==> src/rtl/s5r_pkg.sv <==
package s5r_pkg;

    localparam int SYM_W = 5;
    localparam int NIB_W = 4;

    localparam logic [SYM_W-1:0] CODE_J = 5'b11000;
    localparam logic [SYM_W-1:0] CODE_K = 5'b10001;
    localparam logic [SYM_W-1:0] CODE_T = 5'b01101;
    localparam logic [SYM_W-1:0] CODE_R = 5'b00111;
    localparam logic [NIB_W-1:0] PRE_NIB = 4'b0101;

    typedef enum logic [1:0] {
        SK_DATA,
        SK_END_T,
        SK_END_R,
        SK_BAD
    } sym_kind_e;

    typedef struct packed {
        sym_kind_e        kind;
        logic [NIB_W-1:0] nib;
    } sym_info_t;

    typedef enum logic [1:0] {
        ST_HUNT,
        ST_PRE_K,
        ST_DATA,
        ST_WAIT_R
    } fsm_e;

    function automatic sym_info_t decode_5b(input logic [SYM_W-1:0] code);
        sym_info_t r;
        r.kind = SK_DATA;
        r.nib  = '0;
        unique case (code)
            5'b11110: r.nib = 4'h0;
            5'b01001: r.nib = 4'h1;
            5'b10100: r.nib = 4'h2;
            5'b10101: r.nib = 4'h3;
            5'b01010: r.nib = 4'h4;
            5'b01011: r.nib = 4'h5;
            5'b01110: r.nib = 4'h6;
            5'b01111: r.nib = 4'h7;
            5'b10010: r.nib = 4'h8;
            5'b10011: r.nib = 4'h9;
            5'b10110: r.nib = 4'hA;
            5'b10111: r.nib = 4'hB;
            5'b11010: r.nib = 4'hC;
            5'b11011: r.nib = 4'hD;
            5'b11100: r.nib = 4'hE;
            5'b11101: r.nib = 4'hF;
            CODE_T:   r.kind = SK_END_T;
            CODE_R:   r.kind = SK_END_R;
            default:  r.kind = SK_BAD;
        endcase
        return r;
    endfunction

endpackage

==> src/rtl/s5r_window.sv <==
module s5r_window
    import s5r_pkg::*;
#(
    parameter int IDLE_SYMS = 2
) (
    input  logic             clk,
    input  logic             rst_n,
    input  logic             bit_vld,
    input  logic             bit_in,
    output logic             jk_hit,
    output logic [SYM_W-1:0] last_sym
);

    localparam int PAIR_W = 2 * SYM_W;
    localparam int WIN_W  = (IDLE_SYMS + 2) * SYM_W;

    logic [WIN_W-2:0] hist_q;
    logic [WIN_W-1:0] win_nxt;
    logic             idle_ok;
    logic             pair_ok;

    assign win_nxt  = {hist_q, bit_in};
    assign last_sym = win_nxt[SYM_W-1:0];
    assign pair_ok  = (win_nxt[PAIR_W-1:0] == {CODE_J, CODE_K});

    generate
        if (IDLE_SYMS > 0) begin : g_idle_chk
            assign idle_ok = &win_nxt[WIN_W-1:PAIR_W];
        end else begin : g_idle_none
            assign idle_ok = 1'b1;
        end
    endgenerate

    assign jk_hit = bit_vld && pair_ok && idle_ok;

    always_ff @(posedge clk or negedge rst_n) begin
        if (!rst_n) begin
            hist_q <= '0;
        end else if (bit_vld) begin
            hist_q <= win_nxt[WIN_W-2:0];
        end
    end

endmodule

==> src/rtl/s5r_symcnt.sv <==
module s5r_symcnt
    import s5r_pkg::*;
(
    input  logic clk,
    input  logic rst_n,
    input  logic clear,
    input  logic advance,
    output logic sym_done
);

    localparam int CW = $clog2(SYM_W);
    localparam logic [CW-1:0] LAST = CW'(SYM_W - 1);

    logic [CW-1:0] cnt_q;

    assign sym_done = advance && (cnt_q == LAST);

    always_ff @(posedge clk or negedge rst_n) begin
        if (!rst_n) begin
            cnt_q <= '0;
        end else if (clear) begin
            cnt_q <= '0;
        end else if (advance) begin
            cnt_q <= sym_done ? '0 : cnt_q + 1'b1;
        end
    end

    assert_cnt_range_R2: assert property (@(posedge clk) disable iff (!rst_n)
        cnt_q <= LAST);

    assert_hold_no_bit_R9: assert property (@(posedge clk) disable iff (!rst_n)
        (!clear && !advance) |=> $stable(cnt_q));

endmodule

==> src/rtl/s5r_decode.sv <==
module s5r_decode
    import s5r_pkg::*;
(
    input  logic [SYM_W-1:0] sym,
    output sym_kind_e        kind,
    output logic [NIB_W-1:0] nib
);

    sym_info_t info;

    always_comb begin
        info = decode_5b(sym);
        kind = info.kind;
        nib  = info.nib;
    end

endmodule

==> src/rtl/sym5b_rx_align.sv <==
module sym5b_rx_align
    import s5r_pkg::*;
#(
    parameter int IDLE_SYMS = 2
) (
    input  logic       clk,
    input  logic       rst_n,
    input  logic       bit_vld,
    input  logic       bit_in,
    output logic [3:0] nib_out,
    output logic       nib_vld,
    output logic       frame_dv,
    output logic       rx_err
);

    fsm_e             st_q, st_d;
    logic             jk_hit;
    logic [SYM_W-1:0] last_sym;
    logic             sym_done;
    sym_kind_e        kind;
    logic [NIB_W-1:0] dec_nib;

    logic             vld_d, dv_d, err_d;
    logic [NIB_W-1:0] nib_d;

    s5r_window #(.IDLE_SYMS(IDLE_SYMS)) u_window (
        .clk      (clk),
        .rst_n    (rst_n),
        .bit_vld  (bit_vld),
        .bit_in   (bit_in),
        .jk_hit   (jk_hit),
        .last_sym (last_sym)
    );

    s5r_symcnt u_symcnt (
        .clk      (clk),
        .rst_n    (rst_n),
        .clear    (st_q == ST_HUNT),
        .advance  (bit_vld && (st_q != ST_HUNT)),
        .sym_done (sym_done)
    );

    s5r_decode u_decode (
        .sym  (last_sym),
        .kind (kind),
        .nib  (dec_nib)
    );

    // Next state and next outputs
    always_comb begin
        st_d  = st_q;
        vld_d = 1'b0;
        err_d = 1'b0;
        nib_d = '0;
        dv_d  = frame_dv;
        unique case (st_q)
            ST_HUNT: begin
                dv_d = 1'b0;
                if (jk_hit) begin
                    st_d  = ST_PRE_K;
                    vld_d = 1'b1;
                    nib_d = PRE_NIB;
                    dv_d  = 1'b1;
                end
            end
            ST_PRE_K: begin
                st_d  = ST_DATA;
                vld_d = 1'b1;
                nib_d = PRE_NIB;
                dv_d  = 1'b1;
            end
            ST_DATA: begin
                if (sym_done) begin
                    unique case (kind)
                        SK_END_T: st_d = ST_WAIT_R;
                        SK_DATA: begin
                            vld_d = 1'b1;
                            nib_d = dec_nib;
                        end
                        default: begin
                            vld_d = 1'b1;
                            err_d = 1'b1;
                        end
                    endcase
                end
            end
            ST_WAIT_R: begin
                if (sym_done) begin
                    st_d = ST_HUNT;
                    if (kind == SK_END_R) begin
                        dv_d = 1'b0;
                    end else begin
                        vld_d = 1'b1;
                        err_d = 1'b1;
                        dv_d  = 1'b1;
                    end
                end
            end
            default: st_d = ST_HUNT;
        endcase
    end

    // State register
    always_ff @(posedge clk or negedge rst_n) begin
        if (!rst_n) st_q <= ST_HUNT;
        else        st_q <= st_d;
    end

    // Output registers
    always_ff @(posedge clk or negedge rst_n) begin
        if (!rst_n) begin
            nib_vld  <= 1'b0;
            nib_out  <= '0;
            rx_err   <= 1'b0;
            frame_dv <= 1'b0;
        end else begin
            nib_vld  <= vld_d;
            nib_out  <= nib_d;
            rx_err   <= err_d;
            frame_dv <= dv_d;
        end
    end

    assert_vld_in_frame_R4: assert property (@(posedge clk) disable iff (!rst_n)
        nib_vld |-> frame_dv);

    assert_err_nibble_zero_R6: assert property (@(posedge clk) disable iff (!rst_n)
        rx_err |-> (nib_vld && nib_out == 4'h0));

    assert_first_preamble_R4: assert property (@(posedge clk) disable iff (!rst_n)
        $rose(frame_dv) |-> (nib_vld && nib_out == PRE_NIB && !rx_err));

    assert_second_preamble_R4: assert property (@(posedge clk) disable iff (!rst_n)
        $rose(frame_dv) |=> (nib_vld && nib_out == PRE_NIB));

    assert_idle_cycle_quiet_R9: assert property (@(posedge clk) disable iff (!rst_n)
        (!bit_vld && (st_q == ST_DATA || st_q == ST_WAIT_R)) |=> !nib_vld);

    assert_hunt_drops_dv_R7: assert property (@(posedge clk) disable iff (!rst_n)
        (st_q == ST_HUNT && !jk_hit) |=> !frame_dv);

    assert_fall_only_to_hunt_R8: assert property (@(posedge clk) disable iff (!rst_n)
        $fell(frame_dv) |-> (st_q == ST_HUNT));

endmodule

==> config.mk <==
export PLATFORM = sky130hd
export DESIGN_NAME = sym5b_rx_align
export DESIGN_NICKNAME = d
export VERILOG_FILES = /design/src/rtl/s5r_pkg.sv /design/src/rtl/s5r_window.sv /design/src/rtl/s5r_symcnt.sv /design/src/rtl/s5r_decode.sv /design/src/rtl/sym5b_rx_align.sv
export SDC_FILE = /design/constraint.sdc
export NUM_CORES = 1
export LEC_CHECK = 0
export BUFFER_PORTS_ARGS = -buffer_cell sky130_fd_sc_hd__buf_2
export CORE_UTILIZATION = 39
export DETAILED_ROUTE_END_ITERATION = 16
export SLEW_MARGIN = 20
export SYNTH_ARGS = -nofsm -noshare
export SYNTH_HDL_FRONTEND = slang
export SYNTH_SLANG_ARGS = --single-unit
==> constraint.sdc <==
create_clock -name clk -period 2.7 [get_ports clk]
set_clock_uncertainty 0.2 [all_clocks]
set_input_delay 0.405 -clock clk [delete_from_list [all_inputs] [get_ports clk]]
set_output_delay 0.405 -clock clk [all_outputs]
set_load 0.005 [all_outputs]
* Word-level counts from Yosys, hierarchy flattened
Cells that the tools add are included.
** Storage, ports and cells
- Register bits :: 31
- Input bits :: 4
- Output and inout bits :: 7
- Logic and storage cells :: 76
** Cells by class
- $add $sub $neg :: 1
- Equality and inequality tests :: 29
- Mux-type cells :: 25
- Reduce and logical (&&, ||, !) cells :: 14
** Operators with widths (count)
- $pmux W4 S15 :: 1
- $eq A5 B5 Y1 const B :: 11
- $eq A5 B4 Y1 const B :: 6
- $reduce_or A16 Y1 :: 1
- $mux W3 :: 4
- $pmux W4 S3 :: 1
- $eq A10 B10 Y1 const B :: 1
- $reduce_and A10 Y1 :: 1
- $mux W1 :: 8
- $mux W2 :: 4
- $mux W4 :: 2
- $pmux W2 S4 :: 1
- $eq A2 B2 Y1 const B :: 3
- $ne A2 B1 Y1 const B :: 3
- $pmux W2 S3 :: 1
- $eq A5 B3 Y1 const B :: 1
- $eq A2 B1 Y1 const B :: 2
- $logic_and A1 B1 Y1 :: 4
- $logic_not A2 Y1 :: 2
- $pmux W1 S4 :: 1
- $reduce_and A4 Y1 :: 1
- $reduce_bool A2 Y1 :: 2
- $add A3 B1 Y3 const B :: 1
- $eq A3 B3 Y1 const B :: 1
- 6 further kinds :: 6

* Longest topological paths before layout
Gate-level depths: netlist of the first run.
- Word-level depth :: 8
- Mapped depth :: 9
- Mapped depth without buffers :: 7

* Modules after synthesis
From an unflattened synthesis of the first run, not the netlist that was laid out.
** Unflattened totals
- Cells, all modules :: 144
- Area total of the unflattened synthesis :: 1649.1 µm²
** Modules (own cells, without submodules)
- s5r_window :: times used 1, cells an instance 54, area an instance 795.8 µm², sequential area each 475.5 µm²
- sym5b_rx_align :: times used 1, cells an instance 45, area an instance 510.5 µm², sequential area each 225.2 µm²
- s5r_symcnt :: times used 1, cells an instance 17, area an instance 173.9 µm², sequential area each 75.1 µm²
- s5r_decode :: times used 1, cells an instance 28, area an instance 168.9 µm², sequential area each 0.0 µm²

* Least setup slack after synthesis of the first run
Ideal clock, no wire load.
- Path kind :: register to register
- Start :: reg u_window.hist_q[4]
- End :: reg st_q[1]
- Library setup time :: 0.128 ns
- Arrival :: 1.937 ns
- Required time :: 2.372 ns
- Slack :: 0.436 ns
- Cell stages (with the launch flop) :: 6
- Buffers on the path :: 0
- Period minus slack after synthesis :: 2.264 ns
- Path through :: dfrtp_1 or4b_1 nor4_1 nand4_1 a221oi_2 mux2_1
** Between the ends
- Word-level cells in the longest chain between the ends :: 5
** Ends and longest elaborated chain
- start: declaration :: RTL line s5r_window.sv:17 : logic [WIN_W-2:0] hist_q;
- start signal: assignment :: RTL line s5r_window.sv:40 : hist_q <= win_nxt[WIN_W-2:0];
- $eq A10 B10 Y1 :: RTL line s5r_window.sv:24 : assign pair_ok = (win_nxt[PAIR_W-1:0] == {CODE_J, CODE_K});
- $logic_and A1 B1 Y1 (2 in series) :: RTL line s5r_window.sv:34 : assign jk_hit = bit_vld && pair_ok && idle_ok;
- $ne A2 B2 Y1 (no line)
- $reduce_and A4 Y1 (no line)
- end signal: assignment :: RTL line sym5b_rx_align.sv:106 : else st_q <= st_d;
- end: declaration :: RTL line sym5b_rx_align.sv:16 : fsm_e st_q, st_d;
No other way between the ends.
A chain may end at the register's enable or synchronous reset.

* Worst setup path after layout of the first run
Same ends and word-level chain as after synthesis.

==> out/qor.yml, run 1 <==
pwr:
  net-switching-power_uw: 358
  power_uw: 1250
  clock_power_share_pct: 29.1
  power_density_nw_per_um2: 700
  total_leakage_power_uw: 0.000805
  internal_power_uw: 889
  power.share.switching_pct: 28.7
  share_comb_of_total_power_pct: 16.5
  power_frac_seq_pct: 54.4
  ir_drop_uv: 363
yosys:
  postSynthAreaPerCell_sq_um: 11.1
  synth-edff-count: 0
  synth_nets: 157
  synth_area_leaders: "dfrtp_1 (48%), mux2_2 (12%), ha_1 (6.2%)"
  syn_area_sq_um: 1600
  yosys_warnings: 0
  async_flop_share_pct: 100
  yosysTopAreaCellShare_pct: 48.4
  synth_flop_cell: "dfrtp_1"
  yosysMostFrequentCell: "dfrtp_1"
  yosysTopAreaCell: "dfrtp_1"
  ys_ff_latch: 31
  synthCells: 145
  synth_common_cells: "dfrtp_1 (31), mux2_2 (17), nand2_1 (13)"
  seq_area_frac_synth_pct: 48.4
  synth_cell_types: 38
critical_path:
  cpPeakStageDelay_ns: 0.53
  worst_ep_arrival_time_ns: 2.40
  startpoint_type: "flop"
  critPathTopFamily: "simple AND/OR/NAND/NOR gates"
  cp-end-kind: "flop"
  crit_slowest_cell: "or4b_1"
  crit_type: "flop to flop"
  path_buf_inv: 0
  worst-path-max-fanout: 4
  cp_cell_sequence: "or4b_1 -> nor4_1 -> nand4_1 -> a221oi_2 -> mux2_1"
  r2r_setup_slack_ns: 0.27
  worst_ep_required_time_ns: 2.67
clock_network:
  htree_levels: 2
  cts_buffer_depth: 2
  clkTransAtPathRegs_ns: 0.06
  clk_latency_ns: 0.28
  cts_sinks: 31
  cts_buffers: 5
  cts_tree: "yes"
  root_buffer: "clkbuf_8"
  cts_resized: 0
route:
  drt-vias-per-instance: 5.57
  route.met3.wl_um: 134
  ant_nets: 0
  wl_met2_mm: 1.46
  drtPass1Iterations: 4
  wl_met1_mm: 1.37
  top_layer: "met4"
  drc: 0
  routed_wl_mm: 3.03
  wl_per_cell_um: 14.6
  vias: 1153
  drt-initial-drc-count: 55
timing:
  fin_crit_sh_pct: 89.9
  slew_violations: 0
  rsz0062_at_grt: "false"
  fmax_ghz: 0.412
  setup-violations-final: 0
  worst_slack_ns: 0.273
  worstMarginPinSlew_ns: 0.659
  period_minus_slack_ns: 2.43
  relSlewSlack_pct: 56.1
  tns_ns: 0
  hold_viol: 0
grt:
  track_usage_pct: 17.1
  grt_pass1_wl_mm: 5.31
  grt_max_degree: 32
  antenna_found_initial: 0
  grt_pass1_vias: 1142
  grt_overflow: 0
outcome:
  status: "finished clean"
placed_design:
  hpwl_mm: 2.19
  routabilityCongestion: 0.857
  pre_cts_slack_ns: 0.299
  dp_cells: 199
  portBuffers: 10
cells_and_area:
  nets: 171
  drive_above_1_share_pct: 25.8
  syn2layout_area_growth_pct: 11.1
  stdcell_count: 207
  antenna_cells: 0
floorplanning:
  dieArea_sq_um: 4370
  coreArea_sq_um: 3800
  ioPinCount: 11
  die_x_um: 66.1
  rows: 22
  initial_core_util_pct: 42.2
  die_h_um: 66.1
worst_hold_path:
  min_path_type: "input port to flop"
flow_run:
  cap_violations: 0
## logic make-up (layout without fill, tap and decap cells)
kind of cell / after synthesis / after routing / synth area share (%)
and+or+nand+nor: 50 / 50 / 17.2
DFF: 31 / 31 / 48.4
AOI/OAI and AO/OA: 19 / 19 / 7.96
muxes: 19 / 19 / 13.3
buffers and inverters: 15 / 29 / 5.38
adders and majority gates: 8 / 8 / 6.24
xor gates and xnor gates: 3 / 3 / 1.64
## what timing repair did
action,4_1_cts,5_1_grt
hold endpoints to repair,31,0
setup buffers,0,0
hold buffers,1,0
## power groups by stage
stage	Combinational (uW)	Sequential [uW]	Clock (uW)
3_3_place_gp	202	679	0
2_1_floorplan	182	643	0
3_5_place_dp	208	686	0
4_1_cts	210	678	379
6_report	206	679	362
5_1_grt	232	697	399
## final cells by class
type / instances / area, sq um
timing repair buffer: 15 / 90.1
inverter: 7 / 26.3
clock buffer: 6 / 82.6
tap: 48 / 60.1
sequential: 31 / 776
multi-input combinational: 99 / 742
fill: 364 / 2020
clock inverter: 1 / 5.00
## registers in the layout, indices dropped and copies added (netlist names)
signal	count
u_window.hist_q	19
nib_vld	1
u_symcnt.cnt_q	3
frame_dv	1
rx_err	1
nib_out	4
st_q	2
## cell usage in the layout, fill, tap and decap left out, types with 2 or more instances in the layout
| master | instances |
|---|---|
| a21oi_1 | 6 |
| buf_2 | 10 |
| buf_4 | 4 |
| clkbuf_8 | 6 |
| dfrtp_1 | 31 |
| ha_1 | 8 |
| inv_1 | 7 |
| mux2_2 | 17 |
| nand2_1 | 13 |
| nand2b_1 | 2 |
| nand3_1 | 6 |
| nand4_1 | 6 |
| nand4b_1 | 2 |
| nor2_1 | 7 |
| nor2b_1 | 2 |
| nor4_1 | 5 |
| o21ai_0 | 4 |
| xnor2_1 | 2 |
## path summary, 6_finish.rpt
check / from / end / depth (start not counted)
worst max-delay path: u_window.hist_q[4] / st_q[1] / 5
worst min-delay path: bit_in / u_window.hist_q[0] / 2
worst max register to register: u_window.hist_q[4] / st_q[1] / 5
worst min register to register: u_window.hist_q[18] / u_window.hist_q[18] / 1
max in group asynchronous: rst_n / u_window.hist_q[3] / 2
min in group asynchronous: rst_n / nib_vld / 2
## stage by stage
step,hold slack [ns],cell area (sq um),util (%)
after floorplan,-0.0906,1600,-
after global placement,0.276,1680,44.3
after detailed placement,0.286,1680,44.3
after CTS,0.231,1780,46.9
after global routing,0.243,1780,46.9
final,0.238,1780,46.9
## per-layer routing
metal	track usage (%)	vias to the layer above
li1	-	552
met1	21.0	568
met2	25.6	26
met3	6.21	7
met4	10.1	0
met5	0	-
(Power assumes the default switching activity.)
==> run 2: changes to the inputs <==
BUFFER_PORTS_ARGS = unset   (was -buffer_cell sky130_fd_sc_hd__buf_2)
DONT_BUFFER_PORTS = 1   (was unset)
==> out/qor.yml, run 2 (same netlist as run 1, synthesis figures left out) <==
clock_network:
  cts_resized: 0
  root_buffer: "clkbuf_8"
  htree_levels: 2
  cts_buffer_depth: 2
  clk_latency_ns: 0.28
  cts_tree: "yes"
  cts_buffers: 5
  cts_sinks: 31
  clkTransAtPathRegs_ns: 0.06
critical_path:
  startpoint_type: "flop"
  cpPeakStageDelay_ns: 0.52
  startpoint: "u_window.hist_q[4]"
  rr_endpoint: "st_q[1]"
  worst_r2r_path_depth: 5
  timing.rr.start: "u_window.hist_q[4]"
  worst_ep_arrival_time_ns: 2.36
  worst_ep_required_time_ns: 2.66
  cp-end-kind: "flop"
  cp_cell_sequence: "or4b_1 -> nor4_1 -> nand4_1 -> a221oi_2 -> mux2_1"
  crit_end: "st_q[1]"
  r2r_setup_slack_ns: 0.30
  worst-path-max-fanout: 4
  crit_type: "flop to flop"
  crit_slowest_cell: "or4b_1"
timing:
  fin_crit_sh_pct: 88.8
  tns_ns: 0
  period_minus_slack_ns: 2.40
  hold_viol: 0
  fmax_ghz: 0.417
  slew_violations: 0
  relSlewSlack_pct: 71.1
  rsz0062_at_grt: "false"
  worstMarginPinSlew_ns: 0.429
  setup-violations-final: 0
  whs_ns: 0.0238
floorplanning:
  coreArea_sq_um: 3800
  die_x_um: 66.1
  rows: 22
  ioPinCount: 11
  initial_core_util_pct: 42.2
  dieArea_sq_um: 4370
  die_h_um: 66.1
grt:
  grt_max_degree: 32
  grt_pass1_wl_mm: 5.00
  track_usage_pct: 15.9
  antenna_found_initial: 0
  grt_pass1_vias: 1003
  grt_overflow: 0
route:
  routed_wl_mm: 2.95
  drc: 0
  wl_per_cell_um: 15.0
  drtPass1Iterations: 4
  ant_nets: 0
  drt-vias-per-instance: 5.51
  vias: 1085
  drt-initial-drc-count: 63
cells_and_area:
  drive_above_1_share_pct: 20.8
  regMostFlops: "u_window.hist_q"
  largestRegisters: "u_window.hist_q (19), nib_out (4), u_symcnt.cnt_q (3)"
  nets: 161
  final_common_cell: "dfrtp_1"
  fillers: 356
  antenna_cells: 0
  largest_register_ffs: 19
  layout.cells.most_common_list: "dfrtp_1 (31), mux2_2 (17), nand2_1 (13)"
  syn2layout_area_growth_pct: 8.74
placed_design:
  routabilityCongestion: 0.785
  portBuffers: 0
  hpwl_mm: 2.14
worst_hold_path:
  hold_depth: 1
  min_path_type: "input port to flop"
outcome:
  status: "finished clean"
pwr:
  ir_drop_uv: 383
  power_density_nw_per_um2: 708
  total_leakage_power_uw: 0.000758
flow_run:
  cap_violations: 0
-- run 2: cell count changes in the layout (fill, tap and decap cells not counted), sizes merged --
cell	change
buf	-10
-- run 2: layout make-up --
type	instances	area, sq um	area share [%]
sequential	31	776	44.5
multi-input combinational	99	742	42.5
clock buffer	6	82.6	4.73
tap	48	60.1	3.44
timing repair buffer	5	52.6	3.01
inverter	7	26.3	1.51
clock inverter	1	5.00	0.287
-- run 2: worst min path at each step --
stage                 start                 end  slack, ns
detailed placement    rst_n  u_window.hist_q[0]      -0.09
global placement      rst_n          nib_out[0]      -0.09
finish              bit_vld  u_window.hist_q[3]       0.02
floorplan             rst_n            frame_dv      -0.09
CTS                 bit_vld  u_window.hist_q[3]      0.009
global route        bit_vld  u_window.hist_q[3]      0.009
-- run 2: worst max-delay path: cells and delay by family, from the launching register on --
kind / cells / cell delay (ns)
compound gates: 1 / 0.34
flops: 1 / 0.40
simple gates: 3 / 1.00
mux: 1 / 0.34
-- run 2: through the flow --
step           std cells  area (sq um)  power (uW)  utilization, %  setup slack, ns
2_1_floorplan        145          1600         825               -            0.436
3_3_place_gp         188          1630         861            42.8            0.340
3_5_place_dp         188          1630         873            42.8            0.299
4_1_cts              197          1740        1250            45.9            0.283
5_1_grt              197          1740        1310            45.9            0.177
6_report             197          1740        1240            45.9            0.302
-- run 2: routing by layer --
layer  vias to the layer above  global-route usage [%]  part of all wire [%]
met4                         0                    7.98                   1.6
met3                         7                    4.83                   3.2
met2                        26                    23.6                    48
met1                       523                    20.9                    47
met5                         -                       0                     0
li1                        529                       -                     -
-- run 2: power by group --
part	internal, uW	leakage (uW)	switching, uW
Combinational	122	0.000305	79.7
Clock	199	0.0000470	158
Sequential	569	0.000406	108
-- run 2: timing repair --
action                                 4_1_cts  5_1_grt
buffers inserted                             0        0
hold buffers                                 2        0
endpoints found under the hold margin       31        0
setup endpoints to repair                    0        0
==> run 3: changes to the inputs <==
CORE_UTILIZATION = 30   (was 39)
clock period = 2.8 ns   (was 2.7 ns; I/O delays follow)
==> out/qor.yml, run 3 (same netlist as run 1, synthesis figures left out) <==
outcome:
  status: "finished clean"
floorplanning:
  coreArea_sq_um: 5140
  initial_core_util_pct: 31.2
  die_x_um: 75.1
  dieArea_sq_um: 5640
  die_h_um: 75.1
  ioPinCount: 11
  rows: 26
timing:
  slew_violations: 0
  fin_crit_sh_pct: 86.9
  setup-violations-final: 0
  worst_slack_ns: 0.366
  hold_viol: 0
  relSlewSlack_pct: 66.3
  fmax_ghz: 0.411
  rsz0062_at_grt: "false"
  period_minus_slack_ns: 2.43
  worstMarginPinSlew_ns: 0.501
  tns_ns: 0
pwr:
  net-switching-power_uw: 337
  share_comb_of_total_power_pct: 15.2
  power.share.switching_pct: 28.8
  power_uw: 1170
  clock_power_share_pct: 29.1
  power_frac_seq_pct: 55.6
  total_leakage_power_uw: 0.000743
  internal_power_uw: 834
  ir_drop_uv: 235
  power_density_nw_per_um2: 668
cells_and_area:
  antenna_cells: 0
  fillers: 554
  design_area_sq_um: 1750
  regMostFlops: "u_window.hist_q"
  largest_register_ffs: 19
  drive_above_1_share_pct: 19.6
  syn2layout_area_growth_pct: 9.36
  layout.cells.most_common_list: "dfrtp_1 (31), mux2_2 (17), nand2_1 (13)"
  nets: 159
  largestRegisters: "u_window.hist_q (19), nib_out (4), u_symcnt.cnt_q (3)"
  final_common_cell: "dfrtp_1"
critical_path:
  worst_ep_required_time_ns: 2.77
  cp-end-kind: "flop"
  cp_cell_sequence: "or4b_1 -> nor4_1 -> nand4_1 -> a221oi_2 -> mux2_1"
  timing.rr.start: "u_window.hist_q[4]"
  path_buf_inv: 0
  cpPeakStageDelay_ns: 0.52
  critPathTopFamily: "simple AND/OR/NAND/NOR gates"
  worst-path-max-fanout: 4
  crit_slowest_cell: "or4b_1"
  startpoint_type: "flop"
  worst_ep_arrival_time_ns: 2.40
  crit_type: "flop to flop"
  startpoint: "u_window.hist_q[4]"
grt:
  track_usage_pct: 12.5
  grt_overflow: 0
  grt_pass1_wl_mm: 5.05
  grt_max_degree: 32
  antenna_found_initial: 0
  grt_pass1_vias: 1084
route:
  drc: 0
  ant_nets: 0
  vias: 1059
  wl_per_cell_um: 13.1
  drtPass1Iterations: 4
  routed_wl_mm: 2.86
  drt-initial-drc-count: 55
  drt-vias-per-instance: 4.86
worst_hold_path:
  min_path_type: "input port to flop"
  min_from: "bit_vld"
placed_design:
  routabilityCongestion: 0.817
  portBuffers: 0
  hpwl_mm: 1.96
  pre_cts_slack_ns: 0.386
  dpl_cell_area_sq_um: 1640
clock_network:
  clk_latency_ns: 0.29
  cts_buffer_depth: 2
  clkTransAtPathRegs_ns: 0.07
  cts_sinks: 31
  root_buffer: "clkbuf_8"
  cts_buffers: 5
  cts_tree: "yes"
  htree_levels: 2
flow_run:
  cap_violations: 0
[run 3: cell types whose count changed in the layout (fill, tap and decap cells not counted), sizes merged]
cell | before | now
buf | 4 | 2
clkinvlp | 0 | 1
[run 3: repair_timing]
item                                   in CTS  in global routing
endpoints found under the hold margin      31                  0
gates resized for setup                     0                  0
setup buffers                               0                  0
hold buffers                                2                  0
[run 3: path summary, 6_finish.rpt]
kind / to / cells past startpoint / slack, ns
setup / recovery: st_q[1] / 5 / 0.37
max in group asynchronous: frame_dv / 2 / 1.85
min in group asynchronous: u_symcnt.cnt_q[1] / 2 / 0.37
setup reg to reg: st_q[1] / 5 / 0.37
hold / removal: u_window.hist_q[1] / 1 / 0.04
hold reg to reg: u_window.hist_q[18] / 1 / 0.33
[run 3: per-stage QoR]
step | std cells | hold WS (ns) | utilization [%]
after detailed placement | 208 | -0.0750 | 31.9
after global routing | 218 | 0.0251 | 34.1
after global placement | 208 | -0.0751 | 31.9
after floorplan | 145 | -0.0756 | -
after CTS | 218 | 0.0190 | 34.1
final | 218 | 0.0362 | 34.1
[run 3: routing by layer]
metal  up-vias  global-route usage (%)  share of wire, %
met5         -                       0                 0
met4         0                    6.29               1.2
met3         2                    5.22               4.9
met2        27                    18.4                45
met1       504                    15.6                49
li1        526                       -                 -
[run 3: power by group through the flow]
stage | logic [uW] | registers (uW) | clock network, uW
after floorplan | 176 | 620 | 0
after global placement | 163 | 665 | 0
after detailed placement | 168 | 663 | 0
after CTS | 182 | 654 | 355
after global routing | 201 | 672 | 376
final | 178 | 652 | 341
[run 3: layout make-up]
cell class	count	area [sq um]	share of cell area, %
Clock buffer	6	72.6	4.14
Clock inverter	2	12.5	0.713
Inverter	7	26.3	1.50
Multi-Input combinational cell	99	742	42.3
Sequential cell	31	776	44.2
Tap cell	70	87.6	4.99
Timing Repair Buffer	3	37.5	2.14
